### src/rtl/mdio_mgmt_pkg.sv
package mdio_mgmt_pkg;

    localparam logic [7:0] OFS_MODE = 8'h40;
    localparam logic [7:0] OFS_ADDR = 8'h44;
    localparam logic [7:0] OFS_WDAT = 8'h48;
    localparam logic [7:0] OFS_RDAT = 8'h4C;
    localparam logic [7:0] OFS_CMD  = 8'h50;

    localparam int BIT_CLAUSE  = 8;
    localparam int BIT_MDCMODE = 12;
    localparam int BIT_START   = 8;
    localparam int BIT_BUSY    = 16;

    typedef enum logic [1:0] {
        ENG_IDLE,
        ENG_SHIFT,
        ENG_TAIL
    } eng_state_t;

    typedef struct packed {
        logic        c45;
        logic [1:0]  code;
        logic [4:0]  phy;
        logic [4:0]  dev;
        logic [15:0] data;
    } frame_req_t;

    function automatic logic code_ok(input logic c45, input logic [1:0] code);
        return c45 ? (code != 2'd3) : (code[1] == 1'b0);
    endfunction

    function automatic logic code_is_read(input logic c45, input logic [1:0] code);
        return c45 ? (code == 2'd2) : (code == 2'd0);
    endfunction

    // start and opcode bits, four of them, sent right after the preamble
    function automatic logic [3:0] start_opcode(input logic c45, input logic [1:0] code);
        logic [3:0] so;
        if (!c45) begin
            so = code[0] ? 4'b0101 : 4'b0110;
        end else begin
            unique case (code)
                2'd0:    so = 4'b0000;
                2'd1:    so = 4'b0001;
                default: so = 4'b0011;
            endcase
        end
        return so;
    endfunction

endpackage

### src/rtl/mdio_mdc_gen.sv
module mdio_mdc_gen #(
    parameter int DIV_W = 8
) (
    input  logic             clk,
    input  logic             rst_n,
    input  logic             run_i,
    input  logic [DIV_W-1:0] div_i,
    output logic             mdc_o,
    output logic             rise_p_o,
    output logic             fall_p_o
);

    logic [DIV_W-1:0] lim;
    logic [DIV_W:0]   lim_p1;
    logic [DIV_W-1:0] half_m1;
    logic [DIV_W-1:0] cnt_q;
    logic             mdc_q;

    always_comb begin
        lim     = (div_i == '0) ? DIV_W'(1) : div_i;
        lim_p1  = {1'b0, lim} + (DIV_W+1)'(1);
        half_m1 = lim_p1[DIV_W:1] - DIV_W'(1);
    end

    assign rise_p_o = run_i && (cnt_q == lim);
    assign fall_p_o = run_i && (cnt_q != lim) && mdc_q && (cnt_q == half_m1);
    assign mdc_o    = mdc_q;

    always_ff @(posedge clk or negedge rst_n) begin
        if (!rst_n) begin
            cnt_q <= '0;
            mdc_q <= 1'b0;
        end else if (!run_i) begin
            cnt_q <= lim;
            mdc_q <= 1'b0;
        end else if (cnt_q == lim) begin
            cnt_q <= '0;
            mdc_q <= 1'b1;
        end else begin
            cnt_q <= cnt_q + DIV_W'(1);
            if (mdc_q && (cnt_q == half_m1)) begin
                mdc_q <= 1'b0;
            end
        end
    end

    // two rising edges of MDC are never on adjacent system clocks
    p_rise_spacing_r2: assert property (@(posedge clk) disable iff (!rst_n)
        rise_p_o |=> !rise_p_o);

endmodule

### src/rtl/mdio_frame_engine.sv
module mdio_frame_engine
    import mdio_mgmt_pkg::*;
#(
    parameter int PRE_LEN = 32,
    parameter int DIV_W   = 8
) (
    input  logic             clk,
    input  logic             rst_n,
    input  logic             start_i,
    input  frame_req_t       req_i,
    input  logic [DIV_W-1:0] div_i,
    input  logic             rise_p_i,
    input  logic             fall_p_i,
    input  logic             mdio_i,
    output logic             busy_o,
    output logic [DIV_W-1:0] div_o,
    output logic             mdio_o,
    output logic             mdio_oe_o,
    output logic [15:0]      rd_data_o
);

    localparam int FRAME_BITS = PRE_LEN + 32;
    localparam int CNT_W      = $clog2(FRAME_BITS + 1);
    localparam logic [CNT_W-1:0] LAST_CNT = CNT_W'(FRAME_BITS);
    localparam logic [CNT_W-1:0] TA_CNT   = CNT_W'(PRE_LEN + 14);
    localparam logic [CNT_W-1:0] DATA_CNT = CNT_W'(PRE_LEN + 16);

    eng_state_t            state_q, state_d;
    logic [FRAME_BITS-1:0] sh_q;
    logic [FRAME_BITS-1:0] frame_w;
    logic [CNT_W-1:0]      bit_cnt_q;
    logic                  is_read_q;
    logic                  req_rd;
    logic [DIV_W-1:0]      div_q;
    logic                  mdio_o_q;
    logic                  oe_q;
    logic [15:0]           rd_sh_q;
    logic [15:0]           rd_hold_q;

    always_comb begin
        req_rd  = code_is_read(req_i.c45, req_i.code);
        frame_w = {{PRE_LEN{1'b1}},
                   start_opcode(req_i.c45, req_i.code),
                   req_i.phy,
                   req_i.dev,
                   req_rd ? 2'b11 : 2'b10,
                   req_rd ? 16'hFFFF : req_i.data};
    end

    // state register
    always_ff @(posedge clk or negedge rst_n) begin
        if (!rst_n) begin
            state_q <= ENG_IDLE;
        end else begin
            state_q <= state_d;
        end
    end

    // transitions
    always_comb begin
        state_d = state_q;
        unique case (state_q)
            ENG_IDLE:  if (start_i) state_d = ENG_SHIFT;
            ENG_SHIFT: if (rise_p_i && bit_cnt_q == LAST_CNT) state_d = ENG_TAIL;
            ENG_TAIL:  if (fall_p_i) state_d = ENG_IDLE;
            default:   state_d = ENG_IDLE;
        endcase
    end

    // outputs and datapath
    always_ff @(posedge clk or negedge rst_n) begin
        if (!rst_n) begin
            sh_q      <= '1;
            bit_cnt_q <= '0;
            is_read_q <= 1'b0;
            div_q     <= '0;
            mdio_o_q  <= 1'b1;
            oe_q      <= 1'b0;
            rd_sh_q   <= '0;
            rd_hold_q <= '0;
        end else begin
            unique case (state_q)
                ENG_IDLE: begin
                    if (start_i) begin
                        sh_q      <= frame_w;
                        bit_cnt_q <= '0;
                        is_read_q <= req_rd;
                        div_q     <= div_i;
                    end
                end
                ENG_SHIFT: begin
                    if (rise_p_i) begin
                        if (is_read_q && bit_cnt_q > DATA_CNT) begin
                            rd_sh_q <= {rd_sh_q[14:0], mdio_i};
                        end
                        if (bit_cnt_q != LAST_CNT) begin
                            mdio_o_q  <= sh_q[FRAME_BITS-1];
                            sh_q      <= {sh_q[FRAME_BITS-2:0], 1'b1};
                            oe_q      <= !(is_read_q && bit_cnt_q >= TA_CNT);
                            bit_cnt_q <= bit_cnt_q + CNT_W'(1);
                        end else begin
                            mdio_o_q <= 1'b1;
                            oe_q     <= 1'b0;
                            if (is_read_q) begin
                                rd_hold_q <= {rd_sh_q[14:0], mdio_i};
                            end
                        end
                    end
                end
                ENG_TAIL: begin
                    oe_q <= 1'b0;
                end
                default: begin
                    oe_q <= 1'b0;
                end
            endcase
        end
    end

    assign busy_o    = (state_q != ENG_IDLE);
    assign div_o     = div_q;
    assign mdio_o    = mdio_o_q;
    assign mdio_oe_o = oe_q;
    assign rd_data_o = rd_hold_q;

    // the data output only moves on an MDC rising edge
    p_out_steady_r8: assert property (@(posedge clk) disable iff (!rst_n)
        (state_q == ENG_SHIFT && !rise_p_i) |=> $stable(mdio_o_q));

    // the divider and frame kind captured at start stay fixed for the frame
    p_cfg_frozen_r10: assert property (@(posedge clk) disable iff (!rst_n)
        (state_q != ENG_IDLE) |=> ($stable(div_q) && $stable(is_read_q)));

    // a read frame has the line released after the turnaround began
    p_read_released_r7: assert property (@(posedge clk) disable iff (!rst_n)
        (state_q == ENG_SHIFT && is_read_q && bit_cnt_q > TA_CNT) |-> !oe_q);

endmodule

### src/rtl/mdio_mgmt_regs.sv
module mdio_mgmt_regs
    import mdio_mgmt_pkg::*;
#(
    parameter int               DIV_W   = 8,
    parameter logic [DIV_W-1:0] DIV_RST = '1
) (
    input  logic             clk,
    input  logic             rst_n,
    input  logic [7:0]       addr_i,
    input  logic             we_i,
    input  logic [31:0]      wdata_i,
    output logic [31:0]      rdata_o,
    input  logic             busy_i,
    input  logic [15:0]      rd_data_i,
    output logic             start_o,
    output frame_req_t       req_o,
    output logic [DIV_W-1:0] div_o
);

    logic             c45_q;
    logic             mdcmode_q;
    logic [DIV_W-1:0] div_q;
    logic [4:0]       phy_q;
    logic [4:0]       dev_q;
    logic [15:0]      wd_q;
    logic [31:0]      mode_rd;
    logic [31:0]      addr_rd;

    always_ff @(posedge clk or negedge rst_n) begin
        if (!rst_n) begin
            c45_q     <= 1'b0;
            mdcmode_q <= 1'b0;
            div_q     <= DIV_RST;
            phy_q     <= '0;
            dev_q     <= '0;
            wd_q      <= '0;
        end else if (we_i) begin
            if (addr_i == OFS_MODE) begin
                div_q     <= wdata_i[DIV_W-1:0];
                c45_q     <= wdata_i[BIT_CLAUSE];
                mdcmode_q <= wdata_i[BIT_MDCMODE];
            end
            if (addr_i == OFS_ADDR) begin
                phy_q <= wdata_i[12:8];
                dev_q <= wdata_i[4:0];
            end
            if (addr_i == OFS_WDAT) begin
                wd_q <= wdata_i[15:0];
            end
        end
    end

    assign start_o = we_i && (addr_i == OFS_CMD) && wdata_i[BIT_START] && !busy_i
                     && code_ok(c45_q, wdata_i[1:0]);
    assign req_o   = '{c45: c45_q, code: wdata_i[1:0], phy: phy_q, dev: dev_q, data: wd_q};
    assign div_o   = div_q;

    always_comb begin
        mode_rd                 = '0;
        mode_rd[DIV_W-1:0]      = div_q;
        mode_rd[BIT_CLAUSE]     = c45_q;
        mode_rd[BIT_MDCMODE]    = mdcmode_q;
        addr_rd                 = '0;
        addr_rd[12:8]           = phy_q;
        addr_rd[4:0]            = dev_q;
        unique case (addr_i)
            OFS_MODE: rdata_o = mode_rd;
            OFS_ADDR: rdata_o = addr_rd;
            OFS_WDAT: rdata_o = {16'h0, wd_q};
            OFS_RDAT: rdata_o = {16'h0, rd_data_i};
            OFS_CMD:  rdata_o = {15'h0, busy_i, 16'h0};
            default:  rdata_o = '0;
        endcase
    end

endmodule

### src/rtl/mdio_mgmt_master.sv
module mdio_mgmt_master
    import mdio_mgmt_pkg::*;
#(
    parameter int               PRE_LEN = 32,
    parameter int               DIV_W   = 8,
    parameter logic [DIV_W-1:0] DIV_RST = '1
) (
    input  logic        clk,
    input  logic        rst_n,
    input  logic [7:0]  reg_addr,
    input  logic        reg_we,
    input  logic [31:0] reg_wdata,
    output logic [31:0] reg_rdata,
    output logic        mdc,
    output logic        mdio_o,
    output logic        mdio_oe,
    input  logic        mdio_i
);

    logic             start_w;
    frame_req_t       req_w;
    logic [DIV_W-1:0] div_reg_w;
    logic [DIV_W-1:0] div_run_w;
    logic             busy_w;
    logic [15:0]      rd_data_w;
    logic             rise_w;
    logic             fall_w;

    mdio_mgmt_regs #(
        .DIV_W   (DIV_W),
        .DIV_RST (DIV_RST)
    ) u_regs (
        .clk       (clk),
        .rst_n     (rst_n),
        .addr_i    (reg_addr),
        .we_i      (reg_we),
        .wdata_i   (reg_wdata),
        .rdata_o   (reg_rdata),
        .busy_i    (busy_w),
        .rd_data_i (rd_data_w),
        .start_o   (start_w),
        .req_o     (req_w),
        .div_o     (div_reg_w)
    );

    mdio_frame_engine #(
        .PRE_LEN (PRE_LEN),
        .DIV_W   (DIV_W)
    ) u_engine (
        .clk       (clk),
        .rst_n     (rst_n),
        .start_i   (start_w),
        .req_i     (req_w),
        .div_i     (div_reg_w),
        .rise_p_i  (rise_w),
        .fall_p_i  (fall_w),
        .mdio_i    (mdio_i),
        .busy_o    (busy_w),
        .div_o     (div_run_w),
        .mdio_o    (mdio_o),
        .mdio_oe_o (mdio_oe),
        .rd_data_o (rd_data_w)
    );

    mdio_mdc_gen #(
        .DIV_W (DIV_W)
    ) u_mdc (
        .clk      (clk),
        .rst_n    (rst_n),
        .run_i    (busy_w),
        .div_i    (div_run_w),
        .mdc_o    (mdc),
        .rise_p_o (rise_w),
        .fall_p_o (fall_w)
    );

    // with no frame running, MDC is low and the line is released
    p_idle_quiet_r2: assert property (@(posedge clk) disable iff (!rst_n)
        !busy_w |-> (!mdc && !mdio_oe));

endmodule

### config.mk
export PLATFORM = sky130hd
export DESIGN_NAME = mdio_mgmt_master
export DESIGN_NICKNAME = d
export VERILOG_FILES = /design/src/rtl/mdio_mgmt_pkg.sv /design/src/rtl/mdio_mdc_gen.sv /design/src/rtl/mdio_frame_engine.sv /design/src/rtl/mdio_mgmt_regs.sv /design/src/rtl/mdio_mgmt_master.sv
export SDC_FILE = /design/constraint.sdc
export NUM_CORES = 1
export LEC_CHECK = 0
export ABC_AREA = 1
export CAP_MARGIN = 10
export CORE_ASPECT_RATIO = 1.75
export CORE_MARGIN = 3
export CORE_UTILIZATION = 42
export CTS_CLUSTER_SIZE = 10
export DETAILED_ROUTE_END_ITERATION = 6
export SETUP_SLACK_MARGIN = 0.05
export SLEW_MARGIN = 20
export SYNTH_ARGS = -nofsm -noshare
export SYNTH_HDL_FRONTEND = slang
export SYNTH_SLANG_ARGS = --single-unit
### constraint.sdc
create_clock -name clk -period 1.9 [get_ports clk]
set_clock_uncertainty 0.1 [all_clocks]
set_input_delay 0.285 -clock clk [delete_from_list [all_inputs] [get_ports clk]]
set_output_delay 0.285 -clock clk [all_outputs]
set_load 0.1 [all_outputs]
## After elaboration in Yosys (flattened, before gate mapping)

Index checks and enable logic that the tools add are counted.

- Bits in registers: 160
- Input port bits: 44
- Output and inout bits: 35
- Word-level logic and storage cells: 106

- Add/sub/neg operators: 4
- Magnitude comparators: 2
- Equality and inequality tests: 21
- Multiplexer cells: 30
- Bitwise operators: 3
- Reductions and logical operators: 29

Operators by type and width:

| kind | number |
|---|---|
| $mux 64 | 3 |
| $pmux 64 s2 | 1 |
| $pmux 17 s5 | 1 |
| $eq 8x7->1 const B | 5 |
| $mux 8 | 3 |
| $mux 7 | 3 |
| $eq 8x8->1 | 2 |
| $mux 16 | 1 |
| $pmux 7 s2 | 1 |
| $logic_and 1x1->1 | 12 |
| $reduce_and 2->1 | 6 |
| $add 8x1->9 const B | 1 |
| $mux 1 | 9 |
| $add 8x1->8 const B | 1 |
| $logic_not 8->1 | 1 |
| $mux 2 | 4 |
| $ne 8x8->1 | 1 |
| $reduce_and 4->1 | 2 |
| $sub 8x1->8 const B | 1 |
| $add 7x1->7 const B | 1 |
| $eq 7x7->1 const B | 1 |
| $ge 7x6->1 const B | 1 |
| $gt 7x6->1 const B | 1 |
| $ne 7x7->1 const B | 1 |
| 14 further kinds | 26 |

## Depth between registers and ports, before layout

Gate-level depths: netlist (run 1).

- Depth in word-level cells: 9
- Gate-level depth with buffers: 17
- Gate-level depth less buffers: 17

## By module

A second synthesis (run 1) with hierarchy kept.

- Cell total of the unflattened synthesis: 1078
- Area total of the unflattened synthesis: 8588.2 sq um

By module, submodules not included:

| module | instances | cells an instance | area an instance (sq um) | sequential area each (sq um) |
|---|---|---|---|---|
| mdio_frame_engine | 1 | 625 | 5168.7 | 2959.1 |
| mdio_mgmt_regs | 1 | 287 | 2327.2 | 910.9 |
| mdio_mdc_gen | 1 | 166 | 1092.3 | 225.2 |

## Worst setup path after synthesis (run 1)

Ideal clock, no wire load.

- Path type: input port to output port
- From: input port reg_addr[1]
- To: output port reg_rdata[16]
- Data arrival time: 2.726 ns
- Required time: 1.515 ns
- Slack: -1.211 ns
- Stages: 4
- Buffers on the path: 0
- Cells stage by stage: or2_1 -> inv_1 -> nand3_1 -> nor3_1

- Word-level cells in the longest chain between the ends: 2
- Elaborated cells between the ends (all ways): 6
- Those cells by class: eq/ne (5); mux (1)

RTL lines:

| element | RTL line | source |
|---|---|---|
| start, declared | mdio_mgmt_master.sv:10 | `input logic [7:0] reg_addr,` |
| $eq 8x7->1 | mdio_mgmt_regs.sv:66 | `unique case (addr_i)` |
| $pmux 17 s5 (*) | mdio_mgmt_regs.sv:66 |  |
| end, declared | mdio_mgmt_master.sv:13 | `output logic [31:0] reg_rdata,` |

Mark *: on every way between the ends. The rest lies on a longest branch, timed or not.

## Worst setup path after layout (run 1)

- From: register u_engine.div_q[2] (netlist: u_engine.div_o[2])
- To: register u_engine.rd_sh_q[1]

- Word-level cells in the longest chain between the ends: 5

RTL lines:

| element | RTL line | source |
|---|---|---|
| start, declared | mdio_frame_engine.sv:34 | `logic [DIV_W-1:0] div_q;` |
| start signal, assigned | mdio_frame_engine.sv:88 | `div_q <= div_i;` |
| $logic_not 8->1 | mdio_mdc_gen.sv:20 | `lim = (div_i == '0) ? DIV_W'(1) : div_i;` |
| $mux 8 (*) | mdio_mdc_gen.sv:20 |  |
| $eq 8x8->1 (*) | mdio_mdc_gen.sv:25 | `assign rise_p_o = run_i && (cnt_q == lim);` |
| $logic_and 1x1->1 (*) | mdio_mdc_gen.sv:25 |  |
| $reduce_and 3->1 (no source line) (*) | -- |  |
| end signal, assigned | mdio_frame_engine.sv:94 | `rd_sh_q <= {rd_sh_q[14:0], mdio_i};` |
| end, declared | mdio_frame_engine.sv:37 | `logic [15:0] rd_sh_q;` |

Marks and branches as above.
A chain may end at the register's enable or synchronous reset.

==> results.toml, run 1 <==
[routing]
wire_per_inst_um = 17.1
wl_um = 22800
drcViolationCount = 0
drtIter0Drc = 336
vias = 6846
drtPass1Iterations = 5
postRouteAntennaNets = 0
vias_per_cell = 5.13

[yosys]
synth_edf_count = 0
muxShareOfSynthArea_pct = 1.57
async_flop_share_pct = 100
yosys.area_share.simple_pct = 19.5
yosys_warnings = 0
yosysSeqAreaShare_pct = 52.0
yosysTopAreaCell = "dfrtp_1"
ys.flop_type = "dfrtp_1"
yosys.area_share.xor_xnor_pct = 1.89
ys_seq_elements = 160
netlist_area_um2 = 7870
synth_compound_area_share_pct = 13.9
synth_fa_ha_area_share_pct = 0.795
netlist_instances = 911
synth_area_leaders = "dfrtp_1 (28%), dfstp_2 (24%), nand2_1 (11%), o21ai_0 (5.3%), inv_1 (5.2%)"
synth_top_family_by_area = "simple AND/OR/NAND/NOR gates"
syn_avg_cell_area_um2 = 8.64
yosysUniqueCellTypes = 41
synth_top_area_share_pct = 27.7

[timing]
rsz0062_at_grt = "true"
fmax_mhz = 447
hold_viol = 0
worst_slack_ns = -0.338
setup_viol_count_final = 123
drv_slew = 0
post-route-period-util_pct = 118
fin_crit_ns = 2.24
hold_ws_ns = 0.233
setup_tns_ns = -29.31

[die]
die_area_um2 = 20500
die_h_um = 187
num_rows = 65
start_util_pct = 43.2
ios = 79
die_w_um = 109
coreArea_um2 = 18200

[critical_path]
startpoint_type = "register"
slowest_delay_ns = 0.42
end_kind = "register"
crit_type = "reg -> reg"
reg2reg_depth = 16
cp.required_ns = 2.12
path_cells = "inv_2 > nand2_1 > nor2_1 > nand2_2 > buf_4 > nand2_2 > inv_2 > nand2_2 > nand3_4 > nor2_4 > buf_6 > nand3_4 > buf_6 > buf_12 > nand2_1 > o21ai_2"
worst_path_max_delay_cell = "dfrtp_1"
cp_data_arrival_time_ns = 2.46
worstPathMaxFanout = 8
crit_top_cell = "nand2_2"

[power]
power_density_nw_per_um2 = 629
vdd_drop_max_mv = 0.801
power.total_mw = 7.31
p_leak_nw = 5.56

[place]
place_hpwl_um = 14200
port_buffers = 47
place.gp.congestion = 0.888

[layout]
seqCellArea_um2 = 4100
fillers = 1485
syn_to_final_growth_pct = 47.7
multi_input_area_um2 = 3830
drive_gt1_share_pct = 41.4
nets = 1136
antennaDiodeCount = 0

[grt]
grt_start_max_net_pins = 53
antenna_found_initial = 0
grt_pass1_wl_um = 36600
grt_overflow = 0
grt_pass1_vias = 7137
grt.total_usage_pct = 23.3

[clock_tree]
ctsLongestPathBuffers = 2
root_buffer = "clkbuf_16"
numCtsBuffers = 17
cts_sinks = 160
cts_tree = "built"
path_clk_slew_ns = 0.07
htreeDepth = 4
worst_skew_pair.late_latency_ns = 0.43

[run_status]
status = "finished with violations"
failed_checks = "setup timing"

[job]
max_cap_viol_count = 0

[worst_hold_path]
hold_path.class = "in -> async"
==> metrics by stage <==
| stage | area [µm²] | setup WS [ns] | cells | util [%] |
|---|---|---|---|---|
| final | 11600 | -0.338 | 1334 | 63.8 |
| after global routing | 11600 | -0.534 | 1334 | 63.8 |
| after CTS | 11400 | -0.387 | 1330 | 62.4 |
| after detailed placement | 9610 | -0.542 | 1256 | 52.8 |
| after global placement | 9610 | -0.523 | 1256 | 52.8 |
| after floorplan | 8100 | -0.385 | 925 | - |
==> cell type report <==
cell class              instances  area share, %
flip-flops and latches        160           35.2
multi-input cells             597           33.0
repair buffers                197           20.5
clock buffers                  20           4.21
inverters                     114           3.77
well taps                     234           2.52
clock inverters                12          0.818
==> synth_stat cells (all sizes together), types with 5 or more instances <==
cell type and count:
nand4 10, xor2 8, mux2i 9, inv 114, dfrtp 87, nand2 238
dfstp 73, nor2 59, o21ai 93, clkbuf 16, nor3 9, a21oi 19
xnor2 9, o31ai 13, buf 40, nand3 43, o22ai 17, ha 5
a22oi 31
==> cell usage in the layout, fill, tap and decap left out, types with 11 or more instances in the layout <==
| cell type | n |
|---|---|
| nor2_1 | 42 |
| a21oi_1 | 19 |
| conb_1 | 15 |
| clkbuf_16 | 19 |
| buf_6 | 13 |
| nand2_4 | 13 |
| nor2_2 | 11 |
| dfrtp_1 | 87 |
| buf_4 | 104 |
| nand2_2 | 45 |
| clkdlybuf4s50_1 | 18 |
| o22ai_1 | 17 |
| dfstp_2 | 73 |
| inv_2 | 16 |
| nand2_1 | 176 |
| inv_1 | 95 |
| buf_12 | 39 |
| a22oi_2 | 17 |
| a22oi_1 | 14 |
| o21ai_1 | 30 |
| o21ai_0 | 54 |
| nand3_4 | 14 |
| nand3_1 | 26 |
==> per-layer routing <==
| layer | global-route usage [%] | part of all wire [%] |
|---|---|---|
| met5 | 0 | 0 |
| met4 | 11.4 | 4.1 |
| met3 | 3.66 | 3.3 |
| met2 | 42.0 | 55 |
| met1 | 25.8 | 37 |
==> kinds of logic (layout without fill, tap and decap cells) <==
group                    Yosys count  in the layout
other                              1             15
flip-flops                       160            160
multiplexers                      12             12
XOR/XNOR                          17             17
AO/OA/AOI/OAI                    181            181
adder cells (fa/ha/maj)            5              5
AND/OR/NAND/NOR                  365            367
buffers and inverters            170            343
==> critical path, delay by kind of cell, from the launching register on <==
kind | cells | cell delay [ns]
AOI/OAI and AO/OA | 1 | 0.05
buffers and inverters | 6 | 0.69
DFF | 1 | 0.42
and+or+nand+nor | 9 | 0.84
==> path summary, 6_finish.rpt <==
check / from / to / slack (ns)
worst max register to register: u_engine.div_o[2] / u_engine.rd_sh_q[1] / -0.34
worst min register to register: u_engine.sh_q[30] / u_engine.sh_q[30] / 0.37
worst min-delay path: rst_n / u_engine.rd_sh_q[5] / 0.23
min in group clk: reg_wdata[5] / u_regs.div_o[5] / 0.30
max in group asynchronous: rst_n / u_engine.sh_q[30] / 0.79
worst max-delay path: u_engine.div_o[2] / u_engine.rd_sh_q[1] / -0.34
==> where the power goes <==
| group | internal [mW] | switching [mW] | leakage, nW | total, mW |
|---|---|---|---|---|
| registers | 3.46 | 0.0415 | 1.88 | 3.50 |
| logic | 0.121 | 0.293 | 3.39 | 0.414 |
| clock network | 1.89 | 1.50 | 0.286 | 3.39 |
==> sequential cells by signal (all words and copies together), names as in the netlist, 7 cells and up <==
signal,flops
u_engine.sh_q,64
u_engine.rd_data_o,16
u_regs.wd_q,16
u_engine.rd_sh_q,15
u_engine.div_o,8
u_mdc.cnt_q,8
u_regs.div_o,8
u_engine.bit_cnt_q,7
==> repair_timing <==
| action | in CTS | in global routing |
|---|---|---|
| setup endpoints to repair | 135 | 131 |
| gates resized for setup | 194 | 55 |
| gates cloned | 17 | 0 |
| setup buffers | 27 | 4 |
| endpoints found under the hold margin | 36 | 0 |
| pin swaps | 34 | 23 |
| hold buffers | 1 | 0 |
No activity file was read; power rests on OpenSTA's default activity.
==> inputs of run 2 (changes only) <==
--- a/config.mk
+++ b/config.mk
@@ -12,6 +12,7 @@
 export CORE_UTILIZATION = 42
 export CTS_CLUSTER_SIZE = 10
 export DETAILED_ROUTE_END_ITERATION = 6
+export HOLD_SLACK_MARGIN = 0.15
 export SETUP_SLACK_MARGIN = 0.05
 export SLEW_MARGIN = 20
 export SYNTH_ARGS = -nofsm -noshare
==> results of run 2 <==
Same layout as run 1: the final DEF is identical, and so are final timing and power.
